==> src/rtl/assoc_select_pkg.sv <==
package assoc_select_pkg;

    typedef enum logic [1:0] {
        ST_IDLE = 2'd0,
        ST_SCAN = 2'd1,
        ST_PICK = 2'd2,
        ST_DONE = 2'd3
    } sel_state_e;

endpackage

==> src/rtl/assoc_word_bank.sv <==
module assoc_word_bank #(
    parameter int WORDS = 8,
    parameter int WIDTH = 8,
    localparam int AW = (WORDS > 1) ? $clog2(WORDS) : 1,
    localparam int BW = (WIDTH > 1) ? $clog2(WIDTH) : 1
) (
    input  logic             clk,
    input  logic             rst_n,
    input  logic             wr_en,
    input  logic [AW-1:0]    wr_addr,
    input  logic [WIDTH-1:0] wr_data,
    input  logic [BW-1:0]    bit_idx,
    input  logic [AW-1:0]    pick_idx,
    output logic [WORDS-1:0] column,
    output logic [WIDTH-1:0] pick_word
);

    logic [WIDTH-1:0] store [WORDS];

    for (genvar g = 0; g < WORDS; g++) begin : g_word
        always_ff @(posedge clk or negedge rst_n) begin
            if (!rst_n) begin
                store[g] <= '0;
            end else if (wr_en && (wr_addr == AW'(g))) begin
                store[g] <= wr_data;
            end
        end

        assign column[g] = store[g][bit_idx];
    end

    assign pick_word = store[pick_idx];

endmodule

==> src/rtl/assoc_popcount.sv <==
module assoc_popcount #(
    parameter int N  = 8,
    localparam int CW = $clog2(N + 1)
) (
    input  logic [N-1:0]  vec,
    output logic [CW-1:0] count
);

    always_comb begin
        count = '0;
        for (int i = 0; i < N; i++) begin
            count = count + CW'(vec[i]);
        end
    end

endmodule

==> src/rtl/assoc_lowest_pick.sv <==
module assoc_lowest_pick #(
    parameter int N  = 8,
    localparam int AW = (N > 1) ? $clog2(N) : 1
) (
    input  logic [N-1:0]  vec,
    output logic [AW-1:0] idx,
    output logic          any
);

    always_comb begin
        idx = '0;
        any = 1'b0;
        for (int i = N - 1; i >= 0; i--) begin
            if (vec[i]) begin
                idx = AW'(i);
                any = 1'b1;
            end
        end
    end

endmodule

==> src/rtl/assoc_sel_ctrl.sv <==
module assoc_sel_ctrl
    import assoc_select_pkg::*;
#(
    parameter int WORDS = 8,
    parameter int WIDTH = 8,
    localparam int BW = (WIDTH > 1) ? $clog2(WIDTH) : 1,
    localparam int CW = $clog2(WORDS + 1)
) (
    input  logic             clk,
    input  logic             rst_n,
    input  logic             start,
    input  logic             sel_kth,
    input  logic             signed_mode,
    input  logic [CW-1:0]    k_in,
    input  logic [WORDS-1:0] column,
    input  logic [CW-1:0]    count,
    input  logic [WIDTH-1:0] pick_word,
    input  logic             pick_any,
    output logic [WORDS-1:0] count_vec,
    output logic [WORDS-1:0] act_mask,
    output logic [BW-1:0]    bit_idx,
    output logic             in_idle,
    output logic             in_scan,
    output logic             in_pick,
    output logic             k_ok,
    output logic             done,
    output logic             result_valid,
    output logic [WIDTH-1:0] result,
    output logic [CW-1:0]    resp_count
);

    localparam logic [BW-1:0] TOP_BIT = BW'(WIDTH - 1);

    sel_state_e state_q, state_d;

    logic [WORDS-1:0] mask_q;
    logic [BW-1:0]    bit_q;
    logic [CW-1:0]    krem_q;
    logic             sgn_q;
    logic             kok_q;
    logic             search_val;
    logic [WORDS-1:0] match;
    logic             take_ones;
    logic             kin_ok;

    // search value: at the sign bit in signed mode the zero group ranks higher
    assign search_val = !(sgn_q && (bit_q == TOP_BIT));
    assign match      = (column ~^ {WORDS{search_val}}) & mask_q;
    assign take_ones  = (count >= krem_q);
    assign kin_ok     = !sel_kth || ((k_in != '0) && (k_in <= CW'(WORDS)));

    assign count_vec = (state_q == ST_PICK) ? mask_q : match;
    assign act_mask  = mask_q;
    assign bit_idx   = bit_q;
    assign in_idle   = (state_q == ST_IDLE);
    assign in_scan   = (state_q == ST_SCAN);
    assign in_pick   = (state_q == ST_PICK);
    assign k_ok      = kok_q;

    // state register
    always_ff @(posedge clk or negedge rst_n) begin
        if (!rst_n) begin
            state_q <= ST_IDLE;
        end else begin
            state_q <= state_d;
        end
    end

    // next-state logic
    always_comb begin
        state_d = state_q;
        unique case (state_q)
            ST_IDLE: if (start) state_d = ST_SCAN;
            ST_SCAN: if (bit_q == '0) state_d = ST_PICK;
            ST_PICK: state_d = ST_DONE;
            ST_DONE: state_d = ST_IDLE;
            default: state_d = ST_IDLE;
        endcase
    end

    // search datapath: candidate mask, bit pointer, remaining rank
    always_ff @(posedge clk or negedge rst_n) begin
        if (!rst_n) begin
            mask_q <= '0;
            bit_q  <= TOP_BIT;
            krem_q <= '0;
            sgn_q  <= 1'b0;
            kok_q  <= 1'b0;
        end else begin
            unique case (state_q)
                ST_IDLE: begin
                    if (start) begin
                        mask_q <= '1;
                        bit_q  <= TOP_BIT;
                        krem_q <= sel_kth ? k_in : CW'(1);
                        sgn_q  <= signed_mode;
                        kok_q  <= kin_ok;
                    end
                end
                ST_SCAN: begin
                    if (take_ones) begin
                        mask_q <= match;
                    end else begin
                        mask_q <= mask_q & ~match;
                        krem_q <= krem_q - count;
                    end
                    if (bit_q != '0) begin
                        bit_q <= bit_q - BW'(1);
                    end
                end
                default: begin
                end
            endcase
        end
    end

    // output register
    always_ff @(posedge clk or negedge rst_n) begin
        if (!rst_n) begin
            result       <= '0;
            result_valid <= 1'b0;
            resp_count   <= '0;
        end else if (state_q == ST_PICK) begin
            result_valid <= kok_q && pick_any;
            result       <= (kok_q && pick_any) ? pick_word : '0;
            resp_count   <= (kok_q && pick_any) ? count : '0;
        end
    end

    assign done = (state_q == ST_DONE);

endmodule

==> src/rtl/assoc_select_top.sv <==
module assoc_select_top #(
    parameter int WORDS = 8,
    parameter int WIDTH = 8,
    localparam int AW = (WORDS > 1) ? $clog2(WORDS) : 1,
    localparam int BW = (WIDTH > 1) ? $clog2(WIDTH) : 1,
    localparam int CW = $clog2(WORDS + 1)
) (
    input  logic             clk,
    input  logic             rst_n,
    input  logic             wr_en,
    input  logic [AW-1:0]    wr_addr,
    input  logic [WIDTH-1:0] wr_data,
    input  logic             start,
    input  logic             sel_kth,
    input  logic             signed_mode,
    input  logic [CW-1:0]    k_in,
    output logic             done,
    output logic             result_valid,
    output logic [WIDTH-1:0] result,
    output logic [CW-1:0]    resp_count
);

    logic [WORDS-1:0] column;
    logic [WORDS-1:0] count_vec;
    logic [WORDS-1:0] act_mask;
    logic [CW-1:0]    count;
    logic [BW-1:0]    bit_idx;
    logic [AW-1:0]    pick_idx;
    logic             pick_any;
    logic [WIDTH-1:0] pick_word;
    logic             in_idle;
    logic             in_scan;
    logic             in_pick;
    logic             k_ok;

    assoc_word_bank #(.WORDS(WORDS), .WIDTH(WIDTH)) u_bank (
        .clk       (clk),
        .rst_n     (rst_n),
        .wr_en     (wr_en && in_idle),
        .wr_addr   (wr_addr),
        .wr_data   (wr_data),
        .bit_idx   (bit_idx),
        .pick_idx  (pick_idx),
        .column    (column),
        .pick_word (pick_word)
    );

    assoc_popcount #(.N(WORDS)) u_count (
        .vec   (count_vec),
        .count (count)
    );

    assoc_lowest_pick #(.N(WORDS)) u_pick (
        .vec (act_mask),
        .idx (pick_idx),
        .any (pick_any)
    );

    assoc_sel_ctrl #(.WORDS(WORDS), .WIDTH(WIDTH)) u_ctrl (
        .clk          (clk),
        .rst_n        (rst_n),
        .start        (start),
        .sel_kth      (sel_kth),
        .signed_mode  (signed_mode),
        .k_in         (k_in),
        .column       (column),
        .count        (count),
        .pick_word    (pick_word),
        .pick_any     (pick_any),
        .count_vec    (count_vec),
        .act_mask     (act_mask),
        .bit_idx      (bit_idx),
        .in_idle      (in_idle),
        .in_scan      (in_scan),
        .in_pick      (in_pick),
        .k_ok         (k_ok),
        .done         (done),
        .result_valid (result_valid),
        .result       (result),
        .resp_count   (resp_count)
    );

endmodule

==> config.mk <==
export PLATFORM = sky130hd
export DESIGN_NAME = assoc_select_top
export DESIGN_NICKNAME = d
export VERILOG_FILES = /design/src/rtl/assoc_select_pkg.sv /design/src/rtl/assoc_word_bank.sv /design/src/rtl/assoc_popcount.sv /design/src/rtl/assoc_lowest_pick.sv /design/src/rtl/assoc_sel_ctrl.sv /design/src/rtl/assoc_select_top.sv
export SDC_FILE = /design/constraint.sdc
export NUM_CORES = 1
export LEC_CHECK = 0
export BUFFER_PORTS_ARGS = -buffer_cell sky130_fd_sc_hd__buf_2
export CORE_ASPECT_RATIO = 1.2
export CORE_MARGIN = 8
export CORE_UTILIZATION = 52
export DETAILED_ROUTE_END_ITERATION = 7
export HOLD_SLACK_MARGIN = 0.12
export PLACE_DENSITY = 0.73
export SYNTH_ARGS = -nofsm -noshare
export SYNTH_HDL_FRONTEND = slang
export SYNTH_SLANG_ARGS = --single-unit
export TNS_END_PERCENT = 100
==> constraint.sdc <==
create_clock -name clk -period 5.8 [get_ports clk]
set_clock_uncertainty 0.2 [all_clocks]
set_input_delay 0.29 -clock clk [delete_from_list [all_inputs] [get_ports clk]]
set_output_delay 0.29 -clock clk [all_outputs]
set_load 0.01 [all_outputs]
==> flow_metrics.tcl <==
set metrics [dict create \
    finalNetCount 579 \
    die_area_sq_um 14630 \
    min_to "u_bank.store[25]" \
    crit_type "flop to flop" \
    cts_root_buf "clkbuf_16" \
    grt_max_degree 57 \
    min-delay-start "wr_data[1]" \
    synthArstFlopShare_pct 100.0 \
    finalCritPeriodShare_pct 97.07 \
    syn-instance-count 490 \
    crit_family "adder cells" \
    tightest_slew_ns 1.001 \
    reg2reg_to "u_ctrl.act_mask[4]" \
    synthFlopType "dfrtp_1" \
    final_area_sq_um 6541 \
    instances_no_fill 675 \
    clkTransAtPathRegs_ns 0.07 \
    start_kind "flop" \
    wl_per_cell_um 21.03 \
    gp_congestion 0.8544 \
    netlist.area_leader.share_pct 40.66 \
    path_cells "mux4_2 -> mux2i_2 -> xor2_1 -> nor2_1 -> nor2_1 -> ha_1 -> fa_1 -> inv_1 -> fa_1 -> fa_2 -> fa_2 -> inv_2 -> fa_2 -> o21ai_4 -> a21oi_4 -> or4b_1 -> nand3_1" \
    avgSynthCellArea_sq_um 11.68 \
    synth.top_cells.by_count "dfrtp_1 (93), mux2_2 (66), nor2_1 (38)" \
    yosys.area.top_type "dfrtp_1" \
    numPortBuffers 34 \
    yosysMostFrequentCell "dfrtp_1" \
    insertion_delay_ns 0.35 \
    path_max_fanout 8 \
    multi_input_area_sq_um 3159 \
    vias 4191 \
    routed_wl_um 14200 \
    r2r.worst_path.cells 17 \
    cts_tree "yes" \
    startpoint "u_ctrl.bit_idx[0]" \
    pin_count 35 \
    initial_core_util_pct 52.61 \
    cp_slowest_cell "dfstp_2" \
    grt_pass1_wl_um 23130 \
    first_pass_iters 4 \
    synth_fp_nets 530 \
    die_w_um 111.8 \
    synth_edf_count 0 \
    ant_nets 0 \
    yosysWarnings 0 \
    hold_violations 0 \
    cp.required_ns 5.88 \
    cts.sinks 96 \
    ff2ff_setup_slack_ns 0.17 \
    numCtsBuffers 9 \
    drive_gt1_share_pct 36.83 \
    setup_viol 0 \
    seqCellArea_sq_um 2406 \
    setup_tns_ns 0 \
    core_area_sq_um 10880 \
    rows 42 \
    num_antenna_cells 0 \
    overflow 0 \
    syn_area_sq_um 5723 \
    drt_iter0_drc 265 \
    ys_types 57 \
    postPlaceCellArea_sq_um 6045 \
    grt.total_usage_pct 20.27 \
    maxCapViolations 0 \
    holdWs_ns 0.1227 \
    ys_ff_latch 96 \
    min_period_ns 5.630 \
    hold-path-cell-count 2 \
    clock_path_buffers 2 \
    status "completed" \
    grt_pass1_vias 4371 \
    worstPathArrival_ns 5.71 \
    htree_levels 3 \
    synth_area_leaders "dfrtp_1 (41%), mux2_2 (13%), mux4_2 (6.3%)" \
    hp-class "primary input to flop" \
    final-max-slew-violation-count 0 \
    worstSetupEndpointType "flop" \
    crit_buf_inv 2 \
    rr_startpoint "u_ctrl.bit_idx[0]" \
    max_freq_mhz 177.6 \
    via_per_inst 6.209 \
    yosysSeqAreaShare_pct 42.04 \
    crit_top_cell "fa_2" \
    slew_headroom_pct 33.10 \
    cp_slowest_stage_delay_ns 0.64 \
    syn2layout_area_growth_pct 14.30 \
    grt_antenna_before_repair 0 \
    detailed_place_hpwl_um 10280 \
    die-height_um 130.9 \
    dp.cells 645 \
    drc 0 \
    num-fill-cells 899 \
]
-- sequential cells by signal (all words and copies together) (netlist names), 2 cells and up --
name	flops
u_ctrl.resp_count	4
u_ctrl.result	8
u_bank.store	64
u_ctrl.krem_q	4
u_ctrl.state_q	2
u_ctrl.act_mask	8
u_ctrl.bit_idx	3
-- cell families after synthesis --
group	count (synthesis)	synth area share [%]
compound gates	122	16.44
mux	93	21.27
flops	96	42.04
simple gates	98	9.183
fa+ha+maj	19	4.810
buf+inv	51	4.569
xor+xnor	11	1.683
-- stage by stage --
| step | setup WS [ns] | utilization, % |
|---|---|---|
| detailed placement | -0.1432 | 55.57 |
| finish | 0.1700 | 60.13 |
| CTS | 0.01670 | 59.49 |
| global placement | 0.01760 | 55.57 |
| global route | -0.0007310 | 60.13 |
| floorplan | 0.009162 | - |
-- final cells by class --
type	instances	area share (%)
well taps	132	2.525
clock inverters	3	0.6503
inverters	22	1.262
flip-flops and latches	96	36.78
clock buffers	12	3.768
multi-input cells	344	48.30
repair buffers	66	6.714
-- metal layers --
metal | part of all wire (%) | vias to the layer above | track usage [%]
met2 | 52 | 118 | 35.87
met5 | 0 | - | 0
met3 | 3.8 | 31 | 3.310
met1 | 42 | 2124 | 24.19
li1 | - | 1918 | -
met4 | 2.6 | 0 | 8.541
-- placed cells by master (no fill, tap or decap), drive strengths merged, types with 12 or more instances in the layout --
cell type	synthesis	final
a211oi	17	17
a21boi	16	16
o21ai	27	27
buf	16	57
dfrtp	93	93
ha	14	14
inv	21	21
mux2	69	69
nand2b	12	12
a21oi	21	22
clkbuf	13	12
mux4	16	16
nor2	38	38
nand3	13	13
-- what timing repair did --
action,in CTS,in global routing
hold endpoints to repair,71,0
pin swaps,7,16
cloned,0,1
resized for setup,6,10
endpoints found under the setup margin,12,12
hold buffers,9,0
setup buffers,3,2
-- worst max-delay path by stage --
| stage | end | depth (start not counted) | slack (ns) |
|---|---|---|---|
| final | u_ctrl.act_mask[4] | 17 | 0.17 |
| after global routing | u_ctrl.act_mask[7] | 17 | -0.0007 |
| after CTS | u_ctrl.krem_q[0] | 18 | 0.02 |
| after detailed placement | u_ctrl.act_mask[6] | 17 | -0.14 |
| after global placement | u_ctrl.act_mask[6] | 17 | 0.02 |
| after floorplan | u_ctrl.act_mask[1] | 19 | 0.009 |
Power is left out: the tool's default activity adds up to more than one toggle a clock period on the data nets, which glitch-free logic cannot reach.
